<file path="src/rtl/cla_pkg.sv">
package cla_pkg;

  localparam int MAX_LIT_IN = 32;
  localparam int MAX_TERMS  = 64;

  // Product of the literals enabled in a row; a row with no literal gives 1.
  function automatic logic lit_product(input logic [63:0] row,
                                       input logic [31:0] vin,
                                       input int n_in);
    logic r;
    r = 1'b1;
    for (int i = 0; i < MAX_LIT_IN; i++) begin
      if (i < n_in) begin
        if (row[2*i] && !vin[i])   r = 1'b0;
        if (row[2*i+1] && vin[i])  r = 1'b0;
      end
    end
    return r;
  endfunction

  // Fixed term group of output o: every term whose index is o modulo n_out.
  function automatic logic [63:0] fixed_group(input int o, input int n_term,
                                              input int n_out);
    logic [63:0] m;
    m = '0;
    for (int t = 0; t < MAX_TERMS; t++) begin
      if (t < n_term && (t % n_out) == o) m[t] = 1'b1;
    end
    return m;
  endfunction

  // OR of the terms selected by a mask; an empty mask gives 0.
  function automatic logic any_term(input logic [63:0] terms,
                                    input logic [63:0] mask);
    return |(terms & mask);
  endfunction

endpackage

</file>
<file path="src/rtl/cla_and_plane.sv">
module cla_and_plane #(
  parameter int N_IN   = 3,
  parameter int N_TERM = 5,
  parameter int ADDR_W = 3,
  localparam int ROW_W = 2 * N_IN + 1
) (
  input  logic              clk,
  input  logic              rst_n,
  input  logic              wr_en,
  input  logic [ADDR_W-1:0] wr_addr,
  input  logic [ROW_W-1:0]  wr_data,
  input  logic [N_IN-1:0]   in_vec,
  output logic [N_TERM-1:0] term_vec
);
  import cla_pkg::*;

  logic [ROW_W-1:0] rows [N_TERM];

  for (genvar t = 0; t < N_TERM; t++) begin : g_row
    logic row_hit;
    assign row_hit = wr_en && (wr_addr == ADDR_W'(t));

    always_ff @(posedge clk or negedge rst_n) begin
      if (!rst_n)       rows[t] <= '0;
      else if (row_hit) rows[t] <= wr_data;
    end

    assign term_vec[t] = rows[t][ROW_W-1] &
                         lit_product(64'(rows[t][ROW_W-2:0]), 32'(in_vec), N_IN);
  end

endmodule

</file>
<file path="src/rtl/cla_or_prog.sv">
module cla_or_prog #(
  parameter int N_TERM = 5,
  parameter int N_OUT  = 4,
  parameter int ADDR_W = 3
) (
  input  logic              clk,
  input  logic              rst_n,
  input  logic              wr_en,
  input  logic [ADDR_W-1:0] wr_addr,
  input  logic [N_TERM-1:0] wr_data,
  input  logic [N_TERM-1:0] term_vec,
  output logic [N_OUT-1:0]  out_vec
);
  import cla_pkg::*;

  logic [N_TERM-1:0] cols [N_OUT];

  for (genvar o = 0; o < N_OUT; o++) begin : g_col
    logic col_hit;
    assign col_hit = wr_en && (wr_addr == ADDR_W'(o));

    always_ff @(posedge clk or negedge rst_n) begin
      if (!rst_n)       cols[o] <= '0;
      else if (col_hit) cols[o] <= wr_data;
    end

    assign out_vec[o] = any_term(64'(term_vec), 64'(cols[o]));
  end

endmodule

</file>
<file path="src/rtl/cla_or_fixed.sv">
module cla_or_fixed #(
  parameter int N_TERM = 5,
  parameter int N_OUT  = 4
) (
  input  logic [N_TERM-1:0] term_vec,
  output logic [N_OUT-1:0]  out_vec
);
  import cla_pkg::*;

  for (genvar o = 0; o < N_OUT; o++) begin : g_grp
    localparam logic [N_TERM-1:0] GMASK = N_TERM'(fixed_group(o, N_TERM, N_OUT));
    assign out_vec[o] = any_term(64'(term_vec), 64'(GMASK));
  end

endmodule

</file>
<file path="src/rtl/cfg_logic_array.sv">
module cfg_logic_array #(
  parameter int N_IN    = 3,
  parameter int N_TERM  = 5,
  parameter int N_OUT   = 4,
  parameter bit OR_PROG = 1'b1,
  localparam int ROW_W  = 2 * N_IN + 1,
  localparam int DATA_W = (ROW_W > N_TERM) ? ROW_W : N_TERM,
  localparam int N_ADDR = (N_TERM > N_OUT) ? N_TERM : N_OUT,
  localparam int ADDR_W = (N_ADDR > 1) ? $clog2(N_ADDR) : 1
) (
  input  logic              clk,
  input  logic              rst_n,
  input  logic              cfg_we,
  input  logic              cfg_sel,
  input  logic [ADDR_W-1:0] cfg_addr,
  input  logic [DATA_W-1:0] cfg_wdata,
  input  logic [N_IN-1:0]   in_vec,
  output logic [N_OUT-1:0]  out_vec
);

  // Named internal events, visible to the bound checker.
  logic              and_wr_hit;
  logic              or_wr_hit;
  logic [N_TERM-1:0] term_vec;

  assign and_wr_hit = cfg_we && !cfg_sel && (int'(cfg_addr) < N_TERM);
  assign or_wr_hit  = cfg_we &&  cfg_sel && (int'(cfg_addr) < N_OUT) && OR_PROG;

  cla_and_plane #(
    .N_IN   (N_IN),
    .N_TERM (N_TERM),
    .ADDR_W (ADDR_W)
  ) u_and (
    .clk      (clk),
    .rst_n    (rst_n),
    .wr_en    (and_wr_hit),
    .wr_addr  (cfg_addr),
    .wr_data  (cfg_wdata[ROW_W-1:0]),
    .in_vec   (in_vec),
    .term_vec (term_vec)
  );

  if (OR_PROG) begin : g_pla
    cla_or_prog #(
      .N_TERM (N_TERM),
      .N_OUT  (N_OUT),
      .ADDR_W (ADDR_W)
    ) u_or (
      .clk      (clk),
      .rst_n    (rst_n),
      .wr_en    (or_wr_hit),
      .wr_addr  (cfg_addr),
      .wr_data  (cfg_wdata[N_TERM-1:0]),
      .term_vec (term_vec),
      .out_vec  (out_vec)
    );
  end else begin : g_pal
    cla_or_fixed #(
      .N_TERM (N_TERM),
      .N_OUT  (N_OUT)
    ) u_or (
      .term_vec (term_vec),
      .out_vec  (out_vec)
    );
  end

endmodule

</file>
<file path="config.mk">
export PLATFORM = sky130hd
export DESIGN_NAME = cfg_logic_array
export DESIGN_NICKNAME = d
export VERILOG_FILES = /design/src/rtl/cla_pkg.sv /design/src/rtl/cla_and_plane.sv /design/src/rtl/cla_or_prog.sv /design/src/rtl/cla_or_fixed.sv /design/src/rtl/cfg_logic_array.sv
export SDC_FILE = /design/constraint.sdc
export NUM_CORES = 1
export LEC_CHECK = 0
export ABC_CLOCK_PERIOD_IN_PS = 3570
export CAP_MARGIN = 20
export CORE_MARGIN = 2
export CORE_UTILIZATION = 40
export CTS_BUF_LIST = sky130_fd_sc_hd__clkbuf_16
export DETAILED_ROUTE_END_ITERATION = 12
export SYNTH_ARGS = -nofsm -noshare
export SYNTH_HDL_FRONTEND = slang
export SYNTH_SLANG_ARGS = --single-unit
</file>
<file path="constraint.sdc">
create_clock -name clk -period 3.57 [get_ports clk]
set_input_delay 0.8925 -clock clk [delete_from_list [all_inputs] [get_ports clk]]
set_output_delay 0.8925 -clock clk [all_outputs]
set_load 0.01 [all_outputs]
</file>
==> run_results.csv, run 1 <==
group,metric,value,unit
run_status,status,"complete, no violations",
routing,drt_pre_antenna_iters,4,
routing,drt-vias-per-instance,5.283,
worst_setup_path,r2r-end,"g_pla.u_or.cols[18]$_DFFE_PN0P_",
sta,max-slew-margin-rel,0.6763,
worst_setup_path,cp.required,2.68,ns
pwr,ir_drop,0.2968,mV
routing,wl_met1,2.500,mm
clocking,clockRootBuffer,"clkbuf_16",
global_route,antenna_found_initial,0,
synthesis,synth_area,2425,um2
sta,min_period,3.468,ns
die,fp-row-count,28,
worst_setup_path,crit_path_end,"out_vec[3]",
hold_path,hold_class,"register to register",
clocking,htreeDepth,2,
placement,gp_congestion,0.8021,
die,die_x,81.86,um
sta,post-route-period-util,0.9713,
routing,top_layer,"met4",
final_layout,nNetsFinal,210,
clocking,path_clk_slew,0.07,ns
die,die_h,81.86,um
routing,post_drt_wl_per_cell,19.33,um
synthesis,synth_largest_area_cell,"dfrtp_1",
worst_setup_path,cp.arrival,2.58,ns
pwr,clkPwrFrac,0.284,
synthesis,seq_area_frac_synth,0.5676,
routing,postRouteAntennaNets,0,
pwr,p_int,1.211,mW
die,die-area,6701,um2
global_route,grt_pass1_wl,8.293,mm
worst_setup_path,cp-startpoint,"in_vec[1]",
clocking,cts_buffer_depth,2,
synthesis,ys_types,21,
sta,rsz0062_at_grt,"no",
global_route,track_usage,0.1733,
routing,vias,1421,
synthesis,yosys_register_bits,55,
placement,place.port_buffers,20,
final_layout,multi_input_comb_area,1022,um2
sta,clock_skew,0,ns
worst_setup_path,cp_max_fo,5,
sta,setup_viol,0,
clocking,clock_latency,0.28,ns
worst_setup_path,crit_type,"input port to output pin",
global_route,grt_overflow,0,
pwr,power.switching,0.4211,mW
synthesis,yosysWarnings,0,
worst_setup_path,cp-start-kind,"input port",
synthesis,syn_avg_cell_area,14.35,um2
global_route,grt_max_degree,38,
die,pin_count,21,
placement,dpl.hpwl,3.677,mm
worst_setup_path,worstRegToRegCells,1,
synthesis,synthCells,169,
final_layout,area_growth,18.27,%
final_layout,antenna_cells,0,
synthesis,synth.top_cells.by_area,"dfrtp_1 57%, mux2_2 22%, mux2i_1 6.2%, a22oi_1 2.5%, mux2_1 2.3%",
die,core,5886,um2
pwr,pwr-share-comb,0.200,
synthesis,netlist.area_leader.share,0.5676,
routing,drtIter0Drc,91,
pwr,power_leakage,1.261,nW
clocking,postCtsSetupBuffers,0,
worst_setup_path,endpoint_kind,"output pin",
routing,totalWireLength,5.200,mm
sta,final-max-slew-violation-count,0,
final_layout,seq_area,1376,um2
worst_setup_path,reg2reg_slack,2.77,ns
synthesis,synth_nets,186,
final_layout,stdcell_count,269,
die,initial_core_util,0.4120,
clocking,cts_inserted_buffers,5,
final_layout,fillers,522,
pwr,seq_power_share,0.517,
routing,route.detailed.drc,0,
job,cap_viol_max_count,0,
pwr,pwr_density_cell,569.0,nW/um2
clocking,ctsHoldBuffers,0,
final_layout,post_route_cells_drive_above_1_share,0.3608,
pwr,switching_share,0.2581,
clocking,cts_tree,"built",
sta,final-hold-violation-count,0,
placement,dp_cells,261,
worst_setup_path,reg2reg_from,"g_pla.u_or.cols[18]$_DFFE_PN0P_",
global_route,grt_pass1_vias,1469,
routing,wl_met3,175,um
routing,wl_met2,2.466,mm
sta,tightest_slew,0.4837,ns
pwr,p_total,1.632,mW
sta,clock.fmax,0.2884,GHz
clocking,cts_num_sinks,55,
==> layer usage <==
layer,track usage,vias up
met5,0,-
met4,0.04500,0
met3,0.03407,5
met2,0.2683,17
met1,0.2498,734
li1,-,665
==> logic make-up (layout without fill, tap and decap cells) <==
family | Yosys count | after routing | share of synthesized area
AOI/OAI and AO/OA | 15 | 15 | 0.04334
muxes | 67 | 67 | 0.3034
DFF | 55 | 55 | 0.5676
buffers and inverters | 11 | 36 | 0.01909
and+or+nand+nor | 21 | 21 | 0.06657
==> what timing repair did <==
action	4_1_cts	5_1_grt
hold endpoints to repair	0	0
setup endpoints to repair	4	0
resized for setup	15	0
==> power by group through the flow <==
stage / clock, mW / combinational [mW] / sequential [mW]
final: 0.463 / 0.326 / 0.843
after floorplan: 0 / 0.208 / 0.826
after detailed placement: 0 / 0.332 / 0.851
after CTS: 0.473 / 0.332 / 0.842
after global routing: 0.503 / 0.358 / 0.862
after global placement: 0 / 0.321 / 0.845
==> worst min path at each step <==
stage | from | to | slack, ns | cells after the start
global placement | g_pla.u_or.cols[17]$_DFFE_PN0P_ | g_pla.u_or.cols[17]$_DFFE_PN0P_ | 0.47 | 1
global route | g_pla.u_or.cols[15]$_DFFE_PN0P_ | g_pla.u_or.cols[15]$_DFFE_PN0P_ | 0.52 | 1
CTS | g_pla.u_or.cols[15]$_DFFE_PN0P_ | g_pla.u_or.cols[15]$_DFFE_PN0P_ | 0.50 | 1
finish | g_pla.u_or.cols[15]$_DFFE_PN0P_ | g_pla.u_or.cols[15]$_DFFE_PN0P_ | 0.50 | 1
floorplan | g_pla.u_or.cols[18]$_DFFE_PN0P_ | g_pla.u_or.cols[18]$_DFFE_PN0P_ | 0.46 | 1
detailed placement | g_pla.u_or.cols[15]$_DFFE_PN0P_ | g_pla.u_or.cols[15]$_DFFE_PN0P_ | 0.49 | 1
==> registers in the layout (all words and copies together) (netlist names) <==
register	flops
u_and.rows	35
g_pla.u_or.cols	20
==> final cells by class <==
cell class                 instances  share of cell area
sequential                        55              0.4799
multi-input combinational        103              0.3565
timing repair buffer              24             0.07635
clock buffer                       5             0.04363
tap                               75             0.03272
clock inverter                     3            0.005672
inverter                           4            0.005236
==> worst max-delay path, stage by stage <==
cell             delay [ns]
clkdlybuf4s50_1        0.46
buf_4                  0.17
mux2i_2                0.28
and4_4                 0.30
a22oi_1                0.09
o211ai_1               0.09
dlygate4sd2_1          0.29
==> cell usage after synthesis <==
master,number
and4_1,4
dfrtp_1,55
o21ai_0,3
o211ai_1,4
mux2_2,47
nor2_1,2
mux2_1,5
nand4b_1,1
nand4_1,1
or3_1,1
mux2i_1,15
clkbuf_1,2
nand3b_4,1
and3_1,1
buf_1,1
inv_1,4
nand2_1,5
nor3b_2,3
nand3b_1,2
a22oi_1,8
buf_2,4
==> through the flow <==
stage	TNS, ns	setup slack (ns)	area, um2	utilization	hold slack, ns
after floorplan	0	0.9720	2425	-	0.4642
after global placement	-1.020	-0.2678	2713	0.4609	0.4739
after detailed placement	-1.060	-0.2707	2713	0.4609	0.4878
after CTS	0	0.1012	2868	0.4872	0.5035
after global routing	0	0.03079	2868	0.4872	0.5169
final	0	0.1024	2868	0.4872	0.5009
==> cells in the final DEF (no fill, tap or decap) <==
cell type | Yosys | layout
dfrtp_1 | 55 | 55
mux2_2 | 47 | 47
clkdlybuf4s50_1 | 0 | 14
mux2i_1 | 15 | 12
a22oi_1 | 8 | 8
inv_1 | 4 | 5
mux2_1 | 5 | 5
nand2_1 | 5 | 5
clkbuf_16 | 0 | 5
dlygate4sd2_1 | 0 | 5
o211ai_1 | 4 | 4
buf_4 | 0 | 4
mux2i_2 | 0 | 3
and4_4 | 0 | 3
nor3b_2 | 3 | 3
o21ai_0 | 3 | 3
nor2_1 | 2 | 2
nand3b_1 | 2 | 2
nand4_1 | 1 | 1
and4_2 | 0 | 1
nand3b_4 | 1 | 1
or3_1 | 1 | 1
nand4b_1 | 1 | 1
and3_1 | 1 | 1
clkinvlp_4 | 0 | 1
clkinv_2 | 0 | 1
buf_2 | 4 | 1
Note: power is estimated with default switching activity, not from simulation.
==> run 2: changes to the inputs <==
- SETUP_SLACK_MARGIN: default -> 0.05
==> run_results.csv, run 2 (synthesis results as in run 1) <==
group,metric,value,unit
run_status,status,"complete, no violations",
die,core,5886,um2
final_layout,stdcell_count,269,
final_layout,layout_common_cells,"55 x dfrtp_1, 47 x mux2_2, 14 x clkdlybuf4s50_1",
worst_setup_path,cp.required,2.68,ns
clocking,clock_latency,0.28,ns
final_layout,final_area,2870,um2
routing,vias,1429,
die,fp-row-count,28,
die,die_x,81.86,um
global_route,grt_overflow,0,
sta,min_period,3.467,ns
worst_setup_path,reg2reg_from,"g_pla.u_or.cols[18]$_DFFE_PN0P_",
sta,post-route-period-util,0.9713,
sta,final-hold-violation-count,0,
final_layout,layout_top_registers,"u_and.rows: 35 flops, g_pla.u_or.cols: 20 flops",
hold_path,min_from,"g_pla.u_or.cols[15]$_DFFE_PN0P_",
final_layout,area_growth,18.37,%
routing,route.detailed.drc,0,
worst_setup_path,reg2reg_slack,2.76,ns
sta,final-max-slew-violation-count,0,
routing,postRouteAntennaNets,0,
final_layout,final_core_util,0.4877,
worst_setup_path,crit_type,"input port to output pin",
clocking,path_clk_slew,0.07,ns
sta,setup_viol,0,
worst_setup_path,cp.arrival,2.57,ns
die,pin_count,21,
hold_path,hold_class,"register to register",
worst_setup_path,cp-startpoint,"in_vec[1]",
clocking,clockRootBuffer,"clkbuf_16",
final_layout,nNetsFinal,210,
clocking,cts_buffer_depth,2,
placement,gp_congestion,0.8021,
die,initial_core_util,0.4120,
clocking,cts_num_sinks,55,
routing,drt-vias-per-instance,5.312,
final_layout,final_common_cell,"dfrtp_1",
die,die_h,81.86,um
placement,placed_area,2713,um2
job,cap_viol_max_count,0,
global_route,grt_pass1_wl,8.293,mm
clocking,htreeDepth,2,
sta,clock.fmax,0.2884,GHz
routing,drtIter0Drc,60,
worst_setup_path,cp-start-kind,"input port",
placement,dpl.hpwl,3.677,mm
placement,place.port_buffers,20,
clocking,cts_tree,"built",
final_layout,largest_reg_flops,35,
sta,clock_skew,0,ns
die,die-area,6701,um2
routing,drt_pre_antenna_iters,4,
pwr,power_leakage,1.259,nW
final_layout,antenna_cells,0,
global_route,track_usage,0.1733,
sta,rsz0062_at_grt,"no",
pwr,ir_drop,0.2979,mV
global_route,grt_pass1_vias,1469,
placement,dp_cells,261,
sta,tightest_slew,0.4822,ns
routing,post_drt_wl_per_cell,19.36,um
sta,max-slew-margin-rel,0.6768,
clocking,cts_inserted_buffers,5,
worst_setup_path,cp_max_fo,5,
worst_setup_path,endpoint_kind,"output pin",
global_route,antenna_found_initial,0,
routing,totalWireLength,5.207,mm
final_layout,largest-register,"u_and.rows",
pwr,p_total,1.635,mW
global_route,grt_max_degree,38,
pwr,pwr_density_cell,569.7,nW/um2
final_layout,post_route_cells_drive_above_1_share,0.3608,
==> run 2: cell count changes in the layout (fill, tap and decap cells not counted) <==
| cell | change |
|---|---|
| and4_4 | +1 |
| dlygate4sd2_1 | -1 |
| and4_2 | -1 |
| clkdlybuf4s15_1 | +1 |
==> run 2: report_power, final <==
part	internal [mW]	switching, mW
Combinational	0.188	0.140
Clock	0.256	0.207
Sequential	0.768	0.0753
==> run 2: path summary, 6_finish.rpt <==
path                                                        end  cells after the start
worst max-delay path                                 out_vec[3]                      7
worst max register to register  g_pla.u_or.cols[18]$_DFFE_PN0P_                      1
worst min register to register  g_pla.u_or.cols[15]$_DFFE_PN0P_                      1
min in group asynchronous            u_and.rows[30]$_DFFE_PN0P_                      1
worst min-delay path            g_pla.u_or.cols[15]$_DFFE_PN0P_                      1
max in group asynchronous             u_and.rows[2]$_DFFE_PN0P_                      2
==> run 2: routing by layer <==
layer  global-route usage  part of all wire  wire length, um  vias to the layer above
met2               0.2683              0.48             2477                       19
met4              0.04500             0.010               53                        0
met1               0.2498              0.48             2498                      739
met5                    0                 0                0                        -
met3              0.03407             0.034              178                        5
li1                     -                 -                -                      666
==> run 2: area by class of cell <==
cell class | count | area [um2]
fillers | 520 | 3015
clock inverters | 3 | 16.27
inverters | 4 | 15.01
well taps | 75 | 93.84
repair buffers | 24 | 220.2
flip-flops and latches | 55 | 1376
multi-input cells | 103 | 1023
clock buffers | 5 | 125.1
==> run 2: what timing repair did <==
item | 4_1_cts | 5_1_grt
hold buffers | 0 | 0
gates resized for setup | 15 | 2
cloned | 0 | 0
setup buffers | 0 | 0
setup endpoints to repair | 4 | 1
==> run 2: through the flow <==
step	hold slack, ns	setup slack, ns	TNS, ns
2_1_floorplan	0.4642	0.9720	0
3_3_place_gp	0.4739	-0.2678	-1.020
3_5_place_dp	0.4878	-0.2707	-1.060
4_1_cts	0.5035	0.1012	0
5_1_grt	0.5169	0.05979	0
6_report	0.5001	0.1025	0
==> run 2: critical path: stages <==
cell and delay (ns):
clkdlybuf4s50_1 0.46, buf_4 0.17, mux2i_2 0.28, and4_4 0.30, a22oi_1 0.09, o211ai_1 0.09
dlygate4sd2_1 0.29
